### src/rtl/alu4_pkg.sv
package alu4_pkg;
  localparam int DW   = 8;
  localparam int NW   = DW / 2;
  localparam int FZ   = 7;
  localparam int FN   = 6;
  localparam int FH   = 5;
  localparam int FC   = 4;
  localparam int OPW  = 3;

  typedef enum logic [OPW-1:0] {
    OP_ADD = 3'd0, OP_ADC = 3'd1, OP_SUB = 3'd2, OP_SBC = 3'd3,
    OP_AND = 3'd4, OP_XOR = 3'd5, OP_OR  = 3'd6, OP_CP  = 3'd7
  } alu_op_e;

  typedef enum logic [OPW-1:0] {
    UN_INC = 3'd0, UN_DEC = 3'd1, UN_CPL = 3'd2, UN_SCF = 3'd3, UN_CCF = 3'd4
  } un_op_e;

  typedef struct packed {
    logic z;
    logic n;
    logic h;
    logic c;
  } flag_t;

  function automatic logic [DW-1:0] pack_flags(input flag_t f);
    return {f, {(DW-4){1'b0}}};
  endfunction

  function automatic flag_t unpack_flags(input logic [DW-1:0] fb);
    flag_t f;
    f.z = fb[FZ];
    f.n = fb[FN];
    f.h = fb[FH];
    f.c = fb[FC];
    return f;
  endfunction

  // Adds x + y + ci over w bits, returning {carry, sum}.
  function automatic logic [DW:0] wide_add(input logic [DW-1:0] x,
                                           input logic [DW-1:0] y,
                                           input logic ci);
    return {1'b0, x} + {1'b0, y} + {{DW{1'b0}}, ci};
  endfunction

  // Carry out of the low nibble for x + y + ci.
  function automatic logic nib_carry(input logic [NW-1:0] x,
                                     input logic [NW-1:0] y,
                                     input logic ci);
    logic [NW:0] t;
    t = {1'b0, x} + {1'b0, y} + {{NW{1'b0}}, ci};
    return t[NW];
  endfunction
endpackage

### src/rtl/alu4_arith.sv
module alu4_arith
  import alu4_pkg::*;
(
  input  logic [DW-1:0] a_i,
  input  logic [DW-1:0] b_i,
  input  logic          cin_i,
  input  logic          sub_i,
  output logic [DW-1:0] sum_o,
  output logic          cy_o,
  output logic          hc_o
);
  logic [DW-1:0] b_eff;
  logic          c_eff;
  logic [DW:0]   full;
  logic          nib;

  // Subtraction: a + ~b + ~borrow_in, with carries inverted into borrows.
  assign b_eff = sub_i ? ~b_i : b_i;
  assign c_eff = sub_i ? ~cin_i : cin_i;
  assign full  = wide_add(a_i, b_eff, c_eff);
  assign nib   = nib_carry(a_i[NW-1:0], b_eff[NW-1:0], c_eff);
  assign sum_o = full[DW-1:0];
  assign cy_o  = sub_i ? ~full[DW] : full[DW];
  assign hc_o  = sub_i ? ~nib : nib;
endmodule

### src/rtl/alu4_logic.sv
module alu4_logic
  import alu4_pkg::*;
(
  input  logic [DW-1:0] a_i,
  input  logic [DW-1:0] b_i,
  input  logic [1:0]    sel_i,
  output logic [DW-1:0] res_o
);
  always_comb begin
    unique case (sel_i)
      2'd0:    res_o = a_i & b_i;
      2'd1:    res_o = a_i ^ b_i;
      default: res_o = a_i | b_i;
    endcase
  end
endmodule

### src/rtl/alu4_unary.sv
module alu4_unary
  import alu4_pkg::*;
(
  input  logic [DW-1:0]  a_i,
  input  logic [DW-1:0]  b_i,
  input  logic [OPW-1:0] code_i,
  input  flag_t          f_i,
  output logic [DW-1:0]  res_o,
  output logic           we_o,
  output flag_t          f_o
);
  logic [DW:0] inc_w;
  logic [DW:0] dec_w;

  assign inc_w = wide_add(b_i, {DW{1'b0}}, 1'b1);
  assign dec_w = wide_add(b_i, {DW{1'b1}}, 1'b0);

  always_comb begin
    res_o = a_i;
    we_o  = 1'b0;
    f_o   = f_i;
    case (code_i)
      UN_INC: begin
        res_o = inc_w[DW-1:0];
        we_o  = 1'b1;
        f_o.z = (inc_w[DW-1:0] == '0);
        f_o.n = 1'b0;
        f_o.h = (b_i[NW-1:0] == {NW{1'b1}});
      end
      UN_DEC: begin
        res_o = dec_w[DW-1:0];
        we_o  = 1'b1;
        f_o.z = (dec_w[DW-1:0] == '0);
        f_o.n = 1'b1;
        f_o.h = (b_i[NW-1:0] == {NW{1'b0}});
      end
      UN_CPL: begin
        res_o = ~a_i;
        we_o  = 1'b1;
        f_o.n = 1'b1;
        f_o.h = 1'b1;
      end
      UN_SCF: begin
        f_o.n = 1'b0;
        f_o.h = 1'b0;
        f_o.c = 1'b1;
      end
      UN_CCF: begin
        f_o.n = 1'b0;
        f_o.h = 1'b0;
        f_o.c = ~f_i.c;
      end
      default: ;
    endcase
  end
endmodule

### src/rtl/alu4_core.sv
module alu4_core
  import alu4_pkg::*;
(
  input  logic [7:0] acc_i,
  input  logic [7:0] opnd_i,
  input  logic [2:0] op_i,
  input  logic       unary_i,
  input  logic [7:0] flags_i,
  output logic [7:0] res_o,
  output logic       wr_o,
  output logic [7:0] flags_o
);
  alu_op_e       op;
  flag_t         f_in;
  flag_t         f_bin;
  flag_t         f_un;
  logic          is_sub;
  logic          uses_cin;
  logic          arith_cin;
  logic [DW-1:0] arith_sum;
  logic          arith_cy;
  logic          arith_hc;
  logic [DW-1:0] logic_res;
  logic [DW-1:0] un_res;
  logic          un_we;
  logic [DW-1:0] bin_res;
  logic          bin_we;
  logic          unused_low;

  assign op         = alu_op_e'(op_i);
  assign f_in       = unpack_flags(flags_i);
  assign unused_low = ^flags_i[3:0];
  assign is_sub     = (op == OP_SUB) || (op == OP_SBC) || (op == OP_CP);
  assign uses_cin   = (op == OP_ADC) || (op == OP_SBC);
  assign arith_cin  = uses_cin & f_in.c;

  alu4_arith u_arith (
    .a_i   (acc_i),
    .b_i   (opnd_i),
    .cin_i (arith_cin),
    .sub_i (is_sub),
    .sum_o (arith_sum),
    .cy_o  (arith_cy),
    .hc_o  (arith_hc)
  );

  alu4_logic u_logic (
    .a_i   (acc_i),
    .b_i   (opnd_i),
    .sel_i (op_i[1:0] - 2'd0),
    .res_o (logic_res)
  );

  alu4_unary u_unary (
    .a_i    (acc_i),
    .b_i    (opnd_i),
    .code_i (op_i),
    .f_i    (f_in),
    .res_o  (un_res),
    .we_o   (un_we),
    .f_o    (f_un)
  );

  always_comb begin
    bin_res = arith_sum;
    bin_we  = 1'b1;
    f_bin   = '{z: (arith_sum == '0), n: is_sub, h: arith_hc, c: arith_cy};
    case (op)
      OP_CP: begin
        bin_res = acc_i;
        bin_we  = 1'b0;
      end
      OP_AND: begin
        bin_res = logic_res;
        f_bin   = '{z: (logic_res == '0), n: 1'b0, h: 1'b1, c: 1'b0};
      end
      OP_XOR, OP_OR: begin
        bin_res = logic_res;
        f_bin   = '{z: (logic_res == '0), n: 1'b0, h: 1'b0, c: 1'b0};
      end
      default: ;
    endcase
  end

  assign res_o   = unary_i ? un_res : bin_res;
  assign wr_o    = unary_i ? un_we  : bin_we;
  assign flags_o = pack_flags(unary_i ? f_un : f_bin);
endmodule

### config.mk
export PLATFORM = sky130hd
export DESIGN_NAME = alu4_core
export DESIGN_NICKNAME = d
export VERILOG_FILES = /design/src/rtl/alu4_pkg.sv /design/src/rtl/alu4_arith.sv /design/src/rtl/alu4_logic.sv /design/src/rtl/alu4_unary.sv /design/src/rtl/alu4_core.sv
export SDC_FILE = /design/constraint.sdc
export NUM_CORES = 1
export LEC_CHECK = 0
export ABC_AREA = 1
export CAP_MARGIN = 15
export CORE_MARGIN = 10
export CORE_UTILIZATION = 60
export DETAILED_ROUTE_END_ITERATION = 10
export DONT_BUFFER_PORTS = 1
export PLACE_DENSITY = 0.76
export SLEW_MARGIN = 25
export SYNTH_ARGS = -nofsm -noshare
export SYNTH_HDL_FRONTEND = slang
export SYNTH_SLANG_ARGS = --single-unit
### constraint.sdc
create_clock -name vclk -period 3.05
set_input_delay 0.1525 -clock vclk [all_inputs]
set_output_delay 0.1525 -clock vclk [all_outputs]
set_load 0.1 [all_outputs]
==> run summary, run 1 <==
Worst setup path
• **ordered cell list for the critical path** inv_1, o21ai_1, xor2_1, fa_1, fa_1, nand2_1, inv_1, nand2_1, nor2_1, nand3_1, nor2_1, nand3_1, nor2_1, nor2_1, nor2_4, buf_12
• **highest net fanout along the worst path** 11
• **Critical Path Source Type** primary input
• **cell type of the slowest stage on the worst timing path** fa_1
• **cell family contributing the most delay on the critical path** adder cells
• **Crit. End Element** output pin
• **count of buffer and inverter cells on the critical path** 3
• **slowest stage delay, CP** 0.54 ns
• **crit path DAT** 2.69 ns
• **category of the most critical setup path** in -> out
• **most common cell type on the critical path** nor2_1
• **Critical Path RT** 2.90 ns

Die
• **effective utilization at floorplan** 62.9%
• **placeable core area** 0.00305 mm^2
• **number of cell rows** 20
• **area of the die** 0.00586 mm^2
• **y dimension of the die** 76.6 um
• **horizontal die dimension** 76.6 um
• **Boundary Pins** 45

Pwr
• **power density relative to cell area** 288 mW/mm^2
• **peak ir drop on the vdd network** 0.000190 V
• **total power of the final layout** 0.000635 W
• **LEAKAGE** 1.20 nW

Cells and area
• **fill count** 304
• **register area** 0 um^2
• **final instance count without filler cells** 413
• **final sequential cell count** 0
• **ratio of cells with drive above 1 in the final layout** 7.59%
• **Syn-to-layout area delta** 14.5%
• **diodes inserted** 0
• **total number of nets in the final design** 428
• **area of combinational cells with multiple inputs** 0.00167 mm^2
• **count of clock buffers in the final design** 0

Clocking
• **hold_buf cts** 0
• **CTS-repair resized insts** 0
• **post-CTS setup buffers** 0

Timing
• **Rel. slew slack** 62.4%
• **Finish-stage setup viols** 0
• **Final Hold Violating Endpoints** 0
• **time the worst path needs with I/O delays and setup** 2.84 ns
• **Post-Route Setup TNS** 0 ns
• **slew at the pin closest to its max-slew limit** 0.563 ns
• **least setup slack across all paths after layout** 0.210 ns
• **setup repair after global routing missed its margin** false
• **maximum achievable frequency** 352 MHz
• **Period Utilization, post-route** 93.1%
• **Hold WS** 0.532 ns
• **max-slew violation count** 0

Logic synthesis
• **top post-synthesis cells by count** nand2_1, inv_1, nor2_1
• **portion of synthesized cell area occupied by the leading cell type** 21.3%
• **Yosys warning total** 0
• **largest cells by area after synthesis** nand2_1, ha_1, inv_1, nand3_1, nor2_1
• **post-synthesis cell area** 0.00192 mm^2
• **proportion of synthesized chip area in sequential cells** 0%
• **largest area contributor in the synthesized netlist** nand2_1
• **number of standard cells after synthesis** 362
• **count of unique library cells instantiated by Yosys** 27
• **most frequent cell after synthesis** nand2_1
• **synthesized area divided by synthesized cell count** 5.31 um^2

Routing
• **wire length on met3** 518 um
• **average wire length per cell after detail routing** 15.3 um
• **total length of routed met2 wires** 3060 um
• **first-pass iteration count of the detailed router** 5
• **max layer used** met4
• **wire length reported by the detailed router** 6330 um
• **vias after detailed routing** 2359
• **antenna violation net count after detailed routing** 0
• **average vias per placed instance** 5.71
• **total DRC errors in the routed layout** 0
• **number of violations reported at the end of detailed-routing iteration 0** 201
• **WL met1** 2660 um

Placement
• **DP Cell Count** 413
• **placer congestion estimate** 0.963
• **total of buffers placed on input and output ports** 0
• **Detail Placement HPWL** 5290 um
• **worst slack after detailed placement** 0.267 ns

Run
• **max_cap viols** 0

Worst hold path
• **worst min path class** in -> out

Run status
• **status** complete, no violations

GRT
• **initial antenna violation count** 0
• **via count of the first global-routing pass** 2198
• **global-route usage over all layers** 20.1%
• **maximum number of pins on one net before global-route repair** 18
• **first-pass GRT wire length** 10200 um
• **total grt overflow** 0

## kinds of logic after synthesis
group | share of synthesized area, %
adders and majority gates | 19.7
other | 0.195
xor gates and xnor gates | 5.93
and+or+nand+nor | 40.9
buffers and inverters | 16.0
AOI/OAI and AO/OA | 17.3
## placed cells by master, fill, tap and decap left out, types with 2 or more instances in the layout
master	synthesis	layout
a21oi_1	17	16
buf_12	0	9
buf_4	7	5
conb_1	1	4
fa_1	2	2
ha_1	27	27
inv_1	61	61
inv_2	2	2
nand2_1	109	109
nand2_2	2	2
nand3_1	32	32
nand3b_1	2	2
nand4_1	7	7
nor2_1	34	33
o2111ai_1	3	3
o211ai_1	5	5
o21ai_0	18	14
o21ai_2	0	3
o221ai_2	0	3
o22ai_1	7	7
xor2_1	13	13
## through the flow
step / cell area (um^2) / utilization, %
4_1_cts: 2200 / 72.0
6_report: 2200 / 72.0
3_3_place_gp: 2200 / 72.0
5_1_grt: 2200 / 72.0
2_1_floorplan: 1950 / -
3_5_place_dp: 2200 / 72.0
## routing by layer
| metal | vias to the layer above | track usage (%) |
|---|---|---|
| li1 | 1178 | - |
| met1 | 1063 | 25.4 |
| met2 | 108 | 35.4 |
| met3 | 10 | 1.89 |
| met4 | 0 | 4.46 |
| met5 | - | 0 |
## layout make-up
class	instances	area share (%)
Multi-Input combinational cell	291	75.7
Inverter	63	10.8
Tap cell	44	2.50
Timing Repair Buffer	15	11.0
## worst paths after layout
check,from,end,slack (ns),cells after the start
min,unary_i,res_o[4],0.53,2
max,op_i[2],flags_o[7],0.21,16
## power by group
part,internal [W],switching (W),total (W)
combinational,0.000200,0.000435,0.000635
clock,0,0,0
sequential,0,0,0
total,0.000200,0.000435,0.000635
(Power assumes the default switching activity.)
==> run 2: changes to the inputs <==
--- a/config.mk
+++ b/config.mk
@@ -5,13 +5,14 @@
 export SDC_FILE = /design/constraint.sdc
 export NUM_CORES = 1
 export LEC_CHECK = 0
-export ABC_AREA = 1
 export CAP_MARGIN = 15
+export CELL_PAD_IN_SITES_DETAIL_PLACEMENT = 1
+export CELL_PAD_IN_SITES_GLOBAL_PLACEMENT = 2
 export CORE_MARGIN = 10
-export CORE_UTILIZATION = 60
+export CORE_UTILIZATION = 37
 export DETAILED_ROUTE_END_ITERATION = 10
 export DONT_BUFFER_PORTS = 1
-export PLACE_DENSITY = 0.76
+export PLACE_DENSITY_LB_ADDON = 0.1
 export SLEW_MARGIN = 25
 export SYNTH_ARGS = -nofsm -noshare
 export SYNTH_HDL_FRONTEND = slang
==> constraint.sdc (replaced) <==
create_clock -name vclk -period 3.05
set_input_delay 0 -clock vclk [all_inputs]
set_output_delay 0 -clock vclk [all_outputs]
set_load 0.1 [all_outputs]
==> run summary, run 2 <==
Die
• **number of cell rows** 26
• **y dimension of the die** 93.3 um
• **horizontal die dimension** 93.3 um
• **Boundary Pins** 45
• **placeable core area** 0.00517 mm^2
• **effective utilization at floorplan** 38.4%
• **area of the die** 0.00870 mm^2

Logic synthesis
• **number of standard cells after synthesis** 288
• **portion of synthesized cell area occupied by the leading cell type** 17.0%
• **post-synthesis cell area** 0.00199 mm^2
• **Yosys warning total** 0
• **synthesized area divided by synthesized cell count** 6.90 um^2
• **most frequent cell after synthesis** ha_1
• **largest area contributor in the synthesized netlist** ha_1
• **largest cells by area after synthesis** ha_1, xnor2_1, a21oi_1, o21ai_0, nand2_1
• **proportion of synthesized chip area in sequential cells** 0%
• **top post-synthesis cells by count** ha_1, a21oi_1, nand2_1
• **count of unique library cells instantiated by Yosys** 58

Clocking
• **CTS-repair resized insts** 0
• **post-CTS setup buffers** 0
• **hold_buf cts** 0

Routing
• **total DRC errors in the routed layout** 0
• **antenna violation net count after detailed routing** 0
• **number of violations reported at the end of detailed-routing iteration 0** 97
• **wire length reported by the detailed router** 6940 um
• **first-pass iteration count of the detailed router** 4
• **average vias per placed instance** 6.13
• **vias after detailed routing** 2145
• **average wire length per cell after detail routing** 19.8 um

Worst setup path
• **ordered cell list for the critical path** inv_1, nand2_1, a21oi_1, a21oi_1, fa_1, fa_1, nor2b_1, o31ai_2, nand2_1, a221o_1, nand4_1, a2bb2oi_4, buf_12
• **crit path DAT** 2.67 ns
• **slowest stage delay, CP** 0.42 ns
• **Crit. End Element** output pin
• **highest net fanout along the worst path** 28
• **category of the most critical setup path** in -> out
• **Critical Path Source Type** primary input
• **cell type of the slowest stage on the worst timing path** fa_1
• **Critical Path RT** 3.05 ns

Timing
• **Rel. slew slack** 45.0%
• **max-slew violation count** 0
• **Finish-stage setup viols** 0
• **Final Hold Violating Endpoints** 0
• **Period Utilization, post-route** 87.7%
• **Post-Route Setup TNS** 0 ns
• **setup repair after global routing missed its margin** false
• **time the worst path needs with I/O delays and setup** 2.67 ns
• **maximum achievable frequency** 374 MHz
• **slew at the pin closest to its max-slew limit** 0.824 ns
• **least setup slack across all paths after layout** 0.377 ns

Worst hold path
• **Cells on Worst Hold Path** 1
• **hold path start** op_i[2]
• **worst min path class** in -> out
• **Worst Hold Path EP** flags_o[6]

Cells and area
• **final instance count without filler cells** 350
• **leading cell type in the layout, fill and taps excluded** ha_1
• **Syn-to-layout area delta** 7.68%
• **diodes inserted** 0
• **final sequential cell count** 0
• **register area** 0 um^2
• **count of clock buffers in the final design** 0
• **total number of nets in the final design** 339
• **ratio of cells with drive above 1 in the final layout** 10.7%
• **commonest cells after routing, fill and taps aside** ha_1, nand2_1, inv_1, a21oi_1, nor2_1
• **final core utilization** 41.4%

GRT
• **maximum number of pins on one net before global-route repair** 46
• **met1 usage in global routing** 19.8%
• **initial antenna violation count** 0
• **via count of the first global-routing pass** 2140
• **met3 demand-to-capacity share in global routing** 2.40%
• **total grt overflow** 0
• **layer with the highest usage** met2
• **first-pass GRT wire length** 11300 um
• **met2 routing resource usage after global routing** 26.8%
• **global-route usage over all layers** 15.5%

Placement
• **Detail Placement HPWL** 5610 um
• **total of buffers placed on input and output ports** 0
• **worst slack after detailed placement** 0.349 ns
• **placer congestion estimate** 0.831
• **DP Cell Count** 350

Pwr
• **Reg power frac** 0%
• **cell-internal power** 0.000196 W
• **clock network fraction of total power** 0%
• **power density relative to cell area** 273 mW/mm^2
• **net switching share of the total power** 66.4%
• **LEAKAGE** 0.860 nW
• **NetSw** 0.000387 W
• **power share of the combinational group** 100.0%
• **total power of the final layout** 0.000584 W
• **peak ir drop on the vdd network** 0.000158 V

Run status
• **status** complete, no violations

Run
• **max_cap viols** 0

[run 2: cell count changes in the layout (fill, tap and decap cells not counted), moves of 11 or more]
| cell | previous run | this run |
|---|---|---|
| xor2_1 | 13 | 2 |
| nor2b_1 | 0 | 11 |
| nand2_1 | 109 | 25 |
| nand3_1 | 32 | 4 |
| nor2_1 | 33 | 17 |
| xnor2_1 | 0 | 16 |
| inv_1 | 61 | 22 |
[run 2: per-stage QoR]
| stage | hold slack, ns | instance area (um^2) |
|---|---|---|
| 2_1_floorplan | 0.337 | 2040 |
| 3_3_place_gp | 0.206 | 2130 |
| 3_5_place_dp | 0.169 | 2140 |
| 5_1_grt | 0.169 | 2140 |
| 6_report | 0.167 | 2140 |
| 4_1_cts | 0.169 | 2140 |
[run 2: worst max-delay path by stage]
| stage | from | endpoint | cells past startpoint |
|---|---|---|---|
| after global placement | op_i[2] | flags_o[7] | 13 |
| after global routing | op_i[2] | flags_o[7] | 12 |
| after CTS | op_i[2] | flags_o[7] | 12 |
| after detailed placement | op_i[2] | flags_o[7] | 12 |
| final | op_i[2] | flags_o[7] | 13 |
| after floorplan | op_i[1] | res_o[2] | 10 |
[run 2: cell families after synthesis]
group	synth area share, %
and+or+nand+nor	21.8
adders and majority gates	19.0
AOI/OAI and AO/OA	34.1
other	0.189
buffers and inverters	12.8
xor gates and xnor gates	7.93
muxes	4.16
[run 2: critical path, delay by kind of cell]
family	cells	cell delay [ns]
AOI/OAI and AO/OA	5	0.78
adders and majority gates	2	0.83
buffers and inverters	2	0.39
and+or+nand+nor	4	0.65
[run 2: power groups by stage]
stage | Sequential (W) | Combinational [W] | Clock [W]
final | 0 | 0.000584 | 0
after global routing | 0 | 0.000630 | 0
after floorplan | 0 | 0.000492 | 0
after detailed placement | 0 | 0.000585 | 0
after global placement | 0 | 0.000578 | 0
after CTS | 0 | 0.000587 | 0
[run 2: per-layer routing]
metal  wire length, um  part of all wire, %
met4               102                  1.5
met5                 0                    0
met1              3220                   46
met3               339                  4.9
met2              3280                   47
[run 2: final cells by class]
type / count / area (um^2)
well taps: 70 / 87.6
inverters: 23 / 86.3
repair buffers: 13 / 160
multi-input cells: 244 / 1810
fillers: 652 / 3030
